===== src/rtl/txf_pkg.sv =====
package txf_pkg;

    typedef enum logic [2:0] {
        ST_IDLE,
        ST_PRE,
        ST_SFD,
        ST_HDR,
        ST_PAY
    } txf_state_e;

    localparam int          SFD_BITS = 16;
    localparam logic [15:0] TXF_SFD  = 16'hF3A0;

    // Terminal count of the half-period counter for a given divide select:
    // the low 'sel' bits set, i.e. 2**sel - 1.
    function automatic logic [7:0] half_limit(input logic [2:0] sel);
        return ~(8'hFF << sel);
    endfunction

endpackage


===== src/rtl/txf_clkgen.sv =====
module txf_clkgen #(
    parameter int RATE_W = 2
) (
    input  logic              clk,
    input  logic              rst,
    input  logic              run,
    input  logic [RATE_W-1:0] rate_sel,
    input  logic              samp_rise,
    output logic              bclk,
    output logic              tick
);
    import txf_pkg::*;

    localparam int CNT_W = (1 << RATE_W) - 1;

    logic [CNT_W-1:0] cnt;
    logic [CNT_W-1:0] lim;
    logic             last;

    assign lim  = CNT_W'(half_limit(3'(rate_sel)));
    assign last = run && (cnt == lim);
    // A sampling tick marks the master edge at which bclk makes the chosen transition.
    assign tick = last && (samp_rise ? !bclk : bclk);

    always_ff @(posedge clk) begin
        if (rst || !run) begin
            cnt  <= '0;
            bclk <= 1'b0;
        end else if (last) begin
            cnt  <= '0;
            bclk <= ~bclk;
        end else begin
            cnt  <= cnt + 1'b1;
        end
    end

endmodule


===== src/rtl/txf_bitmux.sv =====
module txf_bitmux #(
    parameter int IDX_W = 8,
    parameter int HDR_W = 32
) (
    input  txf_pkg::txf_state_e state,
    input  logic [IDX_W-1:0]    idx,
    input  logic [HDR_W-1:0]    hdr_word,
    input  logic                txd,
    output logic                bit_o
);
    import txf_pkg::*;

    localparam int HI_W = $clog2(HDR_W);
    localparam int SI_W = $clog2(SFD_BITS);

    always_comb begin
        case (state)
            ST_PRE:  bit_o = 1'b1;
            ST_SFD:  bit_o = TXF_SFD[idx[SI_W-1:0]];
            ST_HDR:  bit_o = hdr_word[idx[HI_W-1:0]];
            ST_PAY:  bit_o = txd;
            default: bit_o = 1'b0;
        endcase
    end

endmodule


===== src/rtl/txf_seq.sv =====
module txf_seq #(
    parameter int PRE_W = 8,
    parameter int HDR_W = 32
) (
    input  logic             clk,
    input  logic             rst,
    input  logic             tx_en,
    input  logic             txd,
    input  logic             hdr_en,
    input  logic [PRE_W-1:0] pre_len,
    input  logic [HDR_W-1:0] hdr_word,
    input  logic             tick,
    output logic             run,
    output logic             ser_out,
    output logic             bit_stb,
    output logic             tx_rdy
);
    import txf_pkg::*;

    localparam int HI_W  = $clog2(HDR_W);
    localparam int IDX_W = (PRE_W > HI_W) ? PRE_W : HI_W;

    txf_state_e       state;
    txf_state_e       start_st;
    logic [IDX_W-1:0] idx;
    logic             en_q;
    logic             nxt_bit;

    assign run = (state != ST_IDLE) && tx_en;

    always_comb begin
        if (!hdr_en)              start_st = ST_PAY;
        else if (pre_len == '0)   start_st = ST_SFD;
        else                      start_st = ST_PRE;
    end

    txf_bitmux #(.IDX_W(IDX_W), .HDR_W(HDR_W)) u_mux (
        .state    (state),
        .idx      (idx),
        .hdr_word (hdr_word),
        .txd      (txd),
        .bit_o    (nxt_bit)
    );

    always_ff @(posedge clk) begin
        en_q <= tx_en;
        if (rst) begin
            state   <= ST_IDLE;
            idx     <= '0;
            ser_out <= 1'b0;
            bit_stb <= 1'b0;
            tx_rdy  <= 1'b0;
        end else begin
            bit_stb <= 1'b0;
            if (!tx_en) begin
                state   <= ST_IDLE;
                idx     <= '0;
                ser_out <= 1'b0;
                tx_rdy  <= 1'b0;
            end else if (state == ST_IDLE) begin
                if (!en_q) begin
                    state <= start_st;
                    idx   <= '0;
                end
            end else if (tick) begin
                ser_out <= nxt_bit;
                bit_stb <= 1'b1;
                idx     <= idx + 1'b1;
                case (state)
                    ST_PRE: if (idx == IDX_W'(pre_len - 1'b1)) begin
                        state <= ST_SFD;
                        idx   <= '0;
                    end
                    ST_SFD: if (idx == IDX_W'(SFD_BITS - 1)) begin
                        state <= ST_HDR;
                        idx   <= '0;
                    end
                    ST_HDR: if (idx == IDX_W'(HDR_W - 1)) begin
                        state  <= ST_PAY;
                        idx    <= '0;
                        tx_rdy <= 1'b1;
                    end
                    default: idx <= '0;
                endcase
            end
        end
    end


    rdy_with_last_chk: assert property (@(posedge clk) disable iff (rst)
        $rose(tx_rdy) |-> (bit_stb && state == ST_PAY));


    nohdr_start_chk: assert property (@(posedge clk) disable iff (rst)
        (state == ST_IDLE && tx_en && !en_q && !hdr_en) |=> (state == ST_PAY && !tx_rdy));

endmodule


===== src/rtl/txf_top.sv =====
module txf_top #(
    parameter int RATE_W = 2,
    parameter int PRE_W  = 8,
    parameter int HDR_W  = 32
) (
    input  logic              clk,
    input  logic              rst,
    input  logic              tx_en,
    input  logic              txd,
    input  logic [RATE_W-1:0] rate_sel,
    input  logic              samp_rise,
    input  logic              hdr_en,
    input  logic [PRE_W-1:0]  pre_len,
    input  logic [HDR_W-1:0]  hdr_word,
    output logic              bclk_o,
    output logic              tx_rdy,
    output logic              ser_out,
    output logic              bit_stb
);

    logic run;
    logic tick;

    txf_clkgen #(.RATE_W(RATE_W)) u_clk (
        .clk       (clk),
        .rst       (rst),
        .run       (run),
        .rate_sel  (rate_sel),
        .samp_rise (samp_rise),
        .bclk      (bclk_o),
        .tick      (tick)
    );

    txf_seq #(.PRE_W(PRE_W), .HDR_W(HDR_W)) u_seq (
        .clk      (clk),
        .rst      (rst),
        .tx_en    (tx_en),
        .txd      (txd),
        .hdr_en   (hdr_en),
        .pre_len  (pre_len),
        .hdr_word (hdr_word),
        .tick     (tick),
        .run      (run),
        .ser_out  (ser_out),
        .bit_stb  (bit_stb),
        .tx_rdy   (tx_rdy)
    );


    stop_quiet_chk: assert property (@(posedge clk) disable iff (rst)
        $fell(tx_en) |=> (!tx_rdy && !bclk_o && !bit_stb));


    idle_clk_low_chk: assert property (@(posedge clk) disable iff (rst)
        !tx_en |=> !bclk_o);


    strobe_gap_chk: assert property (@(posedge clk) disable iff (rst)
        bit_stb |=> !bit_stb);

endmodule


===== config.mk =====
export PLATFORM = sky130hd
export DESIGN_NAME = txf_top
export DESIGN_NICKNAME = d
export VERILOG_FILES = /design/src/rtl/txf_pkg.sv /design/src/rtl/txf_clkgen.sv /design/src/rtl/txf_bitmux.sv /design/src/rtl/txf_seq.sv /design/src/rtl/txf_top.sv
export SDC_FILE = /design/constraint.sdc
export NUM_CORES = 1
export LEC_CHECK = 0
export ABC_AREA = 0
export CAP_MARGIN = 15
export CORE_UTILIZATION = 30
export DETAILED_ROUTE_END_ITERATION = 8
export PLACE_DENSITY = 0.58
export REMOVE_ABC_BUFFERS = 1
export SYNTH_ARGS = -nofsm -noshare
export SYNTH_HDL_FRONTEND = slang
export SYNTH_HIERARCHICAL = 1
export SYNTH_SLANG_ARGS = --single-unit

===== constraint.sdc =====
create_clock -name clk -period 3.4 [get_ports clk]
set_input_delay 1.02 -clock clk [delete_from_list [all_inputs] [get_ports clk]]
set_output_delay 1.02 -clock clk [all_outputs]
set_load 0.05 [all_outputs]

# Word-level counts from Yosys, hierarchy flattened
# Memory sizes are Yosys's and may differ from the RTL's. A register that Yosys moved wholly into a read port is not among the register bits.
# Index checks and enable logic that the tools add are counted.
# totals
ff_bits	19
mem_bits_ro	16
inputBits	48
out_inout_bits	4
word_cells	73
memories	1
# op_classes
add_sub_neg	3
magnitude_cmp	2
n_eq_ne	12
shift	1
n_mux	24
bitwise	4
n_reduce_logical	18
# memory_table
memory	words	width	read_ports	rd_ports_with_merged_regs	wr	line	text
(name not given)	16	1	1	1	0	txf_bitmux.sv:19	ST_SFD: bit_o = TXF_SFD[idx[SI_W-1:0]];
# ops
operator	count
2-to-1 mux 8 bit	6
case mux 8 bit (3 select lines)	1
2-to-1 mux 3 bit	7
inequality test 3 x 1 -> 1 bit, second input constant	3
case mux 3 bit (3 select lines)	1
adder 8 x 1 -> 8 bit, second input constant	1
equality test 8 x 4 -> 1 bit, second input constant	1
equality test 8 x 5 -> 1 bit, second input constant	1
equality test 8 bit	1
zero test 8 bit	1
2-to-1 mux 4 bit	2
left shift 8 x 2 -> 3 bit, first input constant	1
subtractor 8 x 1 -> 8 bit, second input constant	1
equality test 3 x 2 -> 1 bit, second input constant	2
< comparator 5 x 6 -> 1 bit, second input constant	1
AND reduction 6 bit	1
binary-select mux 1 bit (select 5 bit)	1
< comparator 4 x 5 -> 1 bit, second input constant	1
2-to-1 mux 1 bit	4
case mux 1 bit (4 select lines)	1
AND reduction 2 bit	2
AND reduction 4 bit	1
nonzero test 4 bit	1
OR reduction 2 bit	2
15 further kinds	20

# Longest topological paths before layout
# Gate-level depths: netlist of run 1.
# depth
word_depth	9
mapped_depth	11
depth_no_buf	10

# Hierarchy
# The synthesis of run 1 kept the hierarchy.
# modules_own_cells
mod	instances	cells_each	area_per_inst_um2	seq_area_each_um2
txf_seq	1	151	1261.2	300.3
txf_bitmux	1	35	374.1	0.0
txf_clkgen	1	25	229.0	80.1

# Worst setup path before layout of run 1
# No wires, ideal clock.
# synth_timing
path_type	input to register
start	input rate_sel[1]
end	register u_seq.idx[5]
setup_time_ns	0.058
arrival_ns	2.725
required_time_ns	3.342
setup_slack_ns	0.617
stages	10
n_path_buf	0
path_cell_list	nor2_1 > a21oi_1 > o21ai_2 > and3_2 > nor2b_1 > and2_1 > nand2_1 > or2_2 > a211oi_1 > a211o_1
# synth_between
elab_chain_cells	7
# synth_rtl
item	line	text
start, declared	txf_top.sv:10	input logic [RATE_W-1:0] rate_sel,
left shift 8 x 2 -> 3 bit	txf_pkg.sv:17	return ~(8'hFF << sel);
inverter 3 bit	txf_pkg.sv:17	
equality test 3 bit	txf_clkgen.sv:21	assign last = run && (cnt == lim);
logical AND 1 bit	txf_clkgen.sv:21	
logical AND 1 bit	txf_clkgen.sv:23	assign tick = last && (samp_rise ? !bclk : bclk);
via tick	txf_top.sv:22	logic tick;
nonzero test 2 bit (no source line)	-	
AND reduction 2 bit (no source line)	-	
end signal, assigned	txf_seq.sv:68	idx <= idx + 1'b1;
end, declared	txf_seq.sv:25	logic [IDX_W-1:0] idx;
# The timed path passes the listed nets, and every way through them passes these cells.
# A chain may end at the register's enable or synchronous reset.

# Worst setup path in the final report of run 1
# layout_timing
start	input rate_sel[0]
end	register u_seq.idx[5]
# Same word-level chain as after synthesis.

==> results of run 1 <==
==> Yosys cell counts (3+ instances only) <==
library cell and n:
a211o_1 4, a211oi_1 3, a21o_1 3, a21oi_1 12, and3_1 4, buf_6 5
dfxtp_1 19, ha_1 4, inv_1 9, mux2i_1 6, mux4_2 4, nand2_1 20
nand2b_1 6, nand3_1 7, nor2_1 17, nor2b_1 5, nor3_1 6, o21ai_0 9
or2_2 6, xnor2_1 3, xor2_1 10
==> cells by family after synthesis <==
logic type,Yosys count,synth area share
multiplexers,14,0.1228
XOR/XNOR,13,0.06107
AO/OA/AOI/OAI,54,0.2470
flip-flops,19,0.2040
buffers and inverters,18,0.06778
adder cells (fa/ha/maj),4,0.02685
AND/OR/NAND/NOR,89,0.2705
==> worst max-delay path by stage <==
stage | from | to | slack (ns) | depth (start not counted)
6_report | rate_sel[0] | u_seq/idx[5] | 0.36 | 11
5_1_grt | rate_sel[0] | u_seq/idx[5] | 0.16 | 11
4_1_cts | rate_sel[0] | u_seq/idx[5] | 0.37 | 11
3_5_place_dp | rate_sel[0] | u_seq/idx[5] | 0.11 | 11
3_3_place_gp | rate_sel[0] | u_seq/idx[5] | 0.13 | 11
2_1_floorplan | rate_sel[1] | u_seq/idx[5] | 0.60 | 10
==> per-layer routing <==
metal	routed length (um)	vias up
met5	0	-
met4	13	0
met3	307	2
met2	2057	38
met1	2063	772
li1	-	885
==> cell usage in the layout (no fill, tap or decap), drive strengths merged, types with 8 or more instances in the layout <==
cell,synthesis,final
o21ai,10,10
nor3,8,8
dfxtp,19,19
a21oi,12,12
buf,7,8
nor2,18,18
nand2,20,20
xor2,10,10
inv,9,9
clkdlybuf4s50,0,51
==> power breakdown <==
group	total [mW]	internal, mW	switching, mW
Clock	0.158	0.0815	0.0761
Combinational	0.130	0.0806	0.0497
Sequential	0.232	0.225	0.00673
==> worst max-delay path, stage by stage <==
cell,delay [ns]
clkdlybuf4s50_1,0.51
and4_2,0.24
a22oi_2,0.05
o21ai_2,0.07
and3_2,0.21
nor2b_1,0.20
and2_1,0.17
nand2_1,0.06
or2_2,0.33
a211oi_1,0.25
a211o_1,0.13
==> state kept, by name, summed over array words and instances, names as in the netlist <==
register       flops
u_clk/bclk         1
u_clk/cnt          3
u_seq/bit_stb      1
u_seq/en_q         1
u_seq/idx          8
u_seq/ser_out      1
u_seq/state        3
u_seq/tx_rdy       1
==> final cells by class <==
cell class                      count  area, um^2
Clock inverter                      1       5.005
Tap cell                           75       93.84
Multi-Input combinational cell    174        1358
Clock buffer                        3       41.29
Fill cell                         613        3473
Timing Repair Buffer               59       570.5
Sequential cell                    19       380.4
Inverter                            9       33.78
==> stage by stage <==
step             util  hold slack [ns]
2_1_floorplan       -           0.4936
3_3_place_gp   0.4090           0.4422
3_5_place_dp   0.4090           0.4411
4_1_cts        0.4168           0.4546
5_1_grt        0.4168           0.4832
6_report       0.4168           0.4498
==> impl_metrics.tcl, run 1 <==
set metrics [dict create \
    status "completed" \
    drt_wl_total_mm 4.442 \
    synth_top_area_frac 0.2040 \
    hold_buffers 0 \
    cp-end-kind "flip-flop" \
    grt_pass1_vias 1654 \
    synth_warnings 6 \
    grt_start_max_net_pins 17 \
    placed_cell_area_mm2 0.002436 \
    dr_total_vias 1697 \
    cts_setup_buffers 0 \
    ys_top_cells_by_area "dfxtp_1, mux4_2, xor2_1" \
    clk_pin_slew_ns 0.07 \
    die_area_mm2 0.006533 \
    cp.required_ns 3.61 \
    numCtsBuffers 3 \
    slew_viol_final 0 \
    gr-usage-met2 0.2538 \
    whs_path_depth 2 \
    final_area_mm2 0.002482 \
    avgSynthCellArea_um2 8.835 \
    clock-sinks 19 \
    power_density_mw_per_mm2 209.2 \
    dpl_worst_slack_ns 0.1079 \
    post_cts_resized 0 \
    synth_area_mm2 0.001864 \
    worstHoldStart "u_seq/tx_rdy" \
    r2r-end "u_seq/idx[5]" \
    rsz0062_at_grt "false" \
    synth_seq_area_share 0.2040 \
    ctsHtreeMaxLevel 1 \
    gr-usage-met3 0.04157 \
    synth.largest_area_cell "dfxtp_1" \
    synth-seq-cells 19 \
    synthDistinctLibCells 60 \
    finalWorstPathRequiredPeriod_ns 3.036 \
    critPathLaunchType "primary input" \
    ant_nets 0 \
    r2r-start "u_seq/state[0]" \
    drtIter0Drc 56 \
    initial_core_util 0.3130 \
    wl_per_cell_um 13.06 \
    core.rowCount 28 \
    crit_fanout 4 \
    fin_skew_ns 0.001605 \
    synth_edf_count 0 \
    diodes 0 \
    cts_tree "done" \
    finalCritPeriodShare 0.8929 \
    fin_tns_setup_ns 0 \
    cts_root_buf "clkbuf_8" \
    maxCapViolCount 0 \
    drive_gt1_frac 0.1774 \
    arrival_ns 3.24 \
    whs_endpoint "u_seq/tx_rdy" \
    dp.cells 336 \
    final_nets 318 \
    crit_type "primary input to flip-flop" \
    worst_pin_slew_ns 0.5525 \
    fp.dieW_um 80.83 \
    setup_violations 0 \
    reg2reg_depth 10 \
    top_usage_layer "met2" \
    hold_viol_final 0 \
    slew_headroom 0.6311 \
    grt_usage 0.1411 \
    r2r_slack_ns 0.87 \
    grt_pass1_wl_mm 7.203 \
    design_power_total_mw 0.5194 \
    p_leak_nw 0.9179 \
    ir_worst_vdd_uv 95.73 \
    clockBufferDepth 2 \
    layoutNonFillerInstCount 340 \
    ioPinCount 52 \
    fmax_mhz 329.4 \
    dr.pass1.iters 4 \
    fp.dieH_um 80.83 \
    clk_latency_ns 0.25 \
    antenna_found_initial 0 \
    gp_congestion 0.7846 \
    post_drt_via_cell_ratio 4.991 \
    core_area_mm2 0.005956 \
    overflow 0 \
    hold_path.class "flip-flop to flip-flop" \
    synthCells 211 \
    use_met1 0.1678 \
    syn_to_final_growth_pct 33.15 \
    portBuffers 51 \
    drc_errors 0 \
    async_flop_share 0 \
    worst_slack_ns 0.3643 \
    synth_flop_cell "dfxtp_1" \
    hpwlAfterDp_mm 3.586 \
]
(Power assumes the default switching activity.)
==> run 2, diff against run 1 <==
--- a/config.mk
+++ b/config.mk
@@ -7,6 +7,7 @@
 export LEC_CHECK = 0
 export ABC_AREA = 0
 export CAP_MARGIN = 15
+export CORE_MARGIN = 3
 export CORE_UTILIZATION = 30
 export DETAILED_ROUTE_END_ITERATION = 8
 export PLACE_DENSITY = 0.58
==> impl_metrics.tcl, run 2 (synthesized netlist as in run 1, its figures left out) <==
set metrics [dict create \
    numCtsBuffers 3 \
    reg.largest.list "u_seq/idx (8), u_clk/cnt (3), u_seq/state (3)" \
    ir_worst_vdd_uv 145.2 \
    arrival_ns 3.26 \
    core.rowCount 28 \
    clk_latency_ns 0.25 \
    initial_core_util 0.3130 \
    slew_viol_final 0 \
    dp.cells 337 \
    hold_buffers 0 \
    drtIter0Drc 96 \
    cp-end-kind "flip-flop" \
    worst_slack_ns 0.3439 \
    ctsHtreeMaxLevel 1 \
    crit_type "primary input to flip-flop" \
    hold_path.class "flip-flop to flip-flop" \
    worst_pin_slew_ns 0.5497 \
    finalWorstPathRequiredPeriod_ns 3.056 \
    clock-sinks 19 \
    ant_nets 0 \
    maxCapViolCount 0 \
    dr_total_vias 1712 \
    grt_pass1_vias 1690 \
    multi_input_area_mm2 0.001358 \
    grt_start_max_net_pins 17 \
    antenna_found_initial 0 \
    largest_reg_flops 8 \
    max_flop_register "u_seq/idx" \
    cp.required_ns 3.61 \
    grt_usage 0.1282 \
    design_power_total_mw 0.5202 \
    cts_tree "done" \
    hold_viol_final 0 \
    status "completed" \
    rsz0062_at_grt "false" \
    crit_fanout 4 \
    final_common_cell "clkdlybuf4s50_1" \
    final_nets 319 \
    wl_per_cell_um 13.24 \
    drive_gt1_frac 0.1805 \
    hpwlAfterDp_mm 3.682 \
    setup_violations 0 \
    post_cts_resized 0 \
    gp_congestion 0.8053 \
    fmax_mhz 327.2 \
    fp.dieH_um 84.83 \
    critPathLaunchType "primary input" \
    hold_ws_ns 0.4502 \
    drt_wl_total_mm 4.514 \
    clockBufferDepth 2 \
    diodes 0 \
    slew_headroom 0.6331 \
    post_drt_via_cell_ratio 5.021 \
    fin_tns_setup_ns 0 \
    dpl_worst_slack_ns 0.07110 \
    fin_skew_ns 0.001115 \
    finalCritPeriodShare 0.8988 \
    die_area_mm2 0.007196 \
    ioPinCount 52 \
    ff_latch_area_um2 380.4 \
    syn_to_final_growth_pct 33.56 \
    drc_errors 0 \
    fillers 616 \
    dr.pass1.iters 4 \
    power_density_mw_per_mm2 208.9 \
    most-common-layout-cells "clkdlybuf4s50_1, nand2_1, dfxtp_1" \
    layoutNonFillerInstCount 341 \
    grt_pass1_wl_mm 7.700 \
    p_leak_nw 0.9233 \
    overflow 0 \
    core_area_mm2 0.005956 \
    portBuffers 51 \
    clk_pin_slew_ns 0.07 \
    cts_setup_buffers 0 \
    fp.dieW_um 84.83 \
    cts_root_buf "clkbuf_8" \
]
run 2: area by class of cell:
type,count,area share
clock buffer,3,0.01658
clock inverter,1,0.002010
inverter,9,0.01357
multi-input combinational,174,0.5452
sequential,19,0.1528
tap,75,0.03769
timing repair buffer,60,0.2322
run 2: power breakdown:
group | switching (mW) | internal, mW | total [mW]
sequential | 0.00438 | 0.225 | 0.229
clock | 0.0762 | 0.0814 | 0.158
combinational | 0.0521 | 0.0813 | 0.133
total | 0.133 | 0.388 | 0.520
run 2: through the flow:
| step | cell area [um^2] | utilization |
|---|---|---|
| finish | 2490 | 0.4181 |
| global route | 2490 | 0.4181 |
| CTS | 2490 | 0.4181 |
| detailed placement | 2444 | 0.4103 |
| global placement | 2444 | 0.4103 |
| floorplan | 1772 | - |
run 2: critical path, cell delays in order:
cell,delay (ns)
clkdlybuf4s50_1,0.45
and3b_1,0.22
a21oi_1,0.05
o21ai_2,0.16
and3_2,0.21
nor2b_1,0.21
and2_1,0.18
nand2_1,0.07
or2_2,0.33
a211oi_1,0.24
a211o_1,0.12
run 2: final timing paths:
path	slack, ns	depth (start not counted)	endpoint	start
setup / recovery	0.34	11	u_seq/idx[5]	rate_sel[0]
hold / removal	0.45	2	u_seq/tx_rdy	u_seq/tx_rdy
setup reg to reg	0.95	10	u_seq/idx[5]	u_seq/state[1]
hold reg to reg	0.45	2	u_seq/tx_rdy	u_seq/tx_rdy
run 2: routing by layer:
layer,global-route usage,share of wire
met1,0.1638,0.48
met2,0.2270,0.47
met3,0.03010,0.053
met4,0.01439,0.0018
met5,0,0
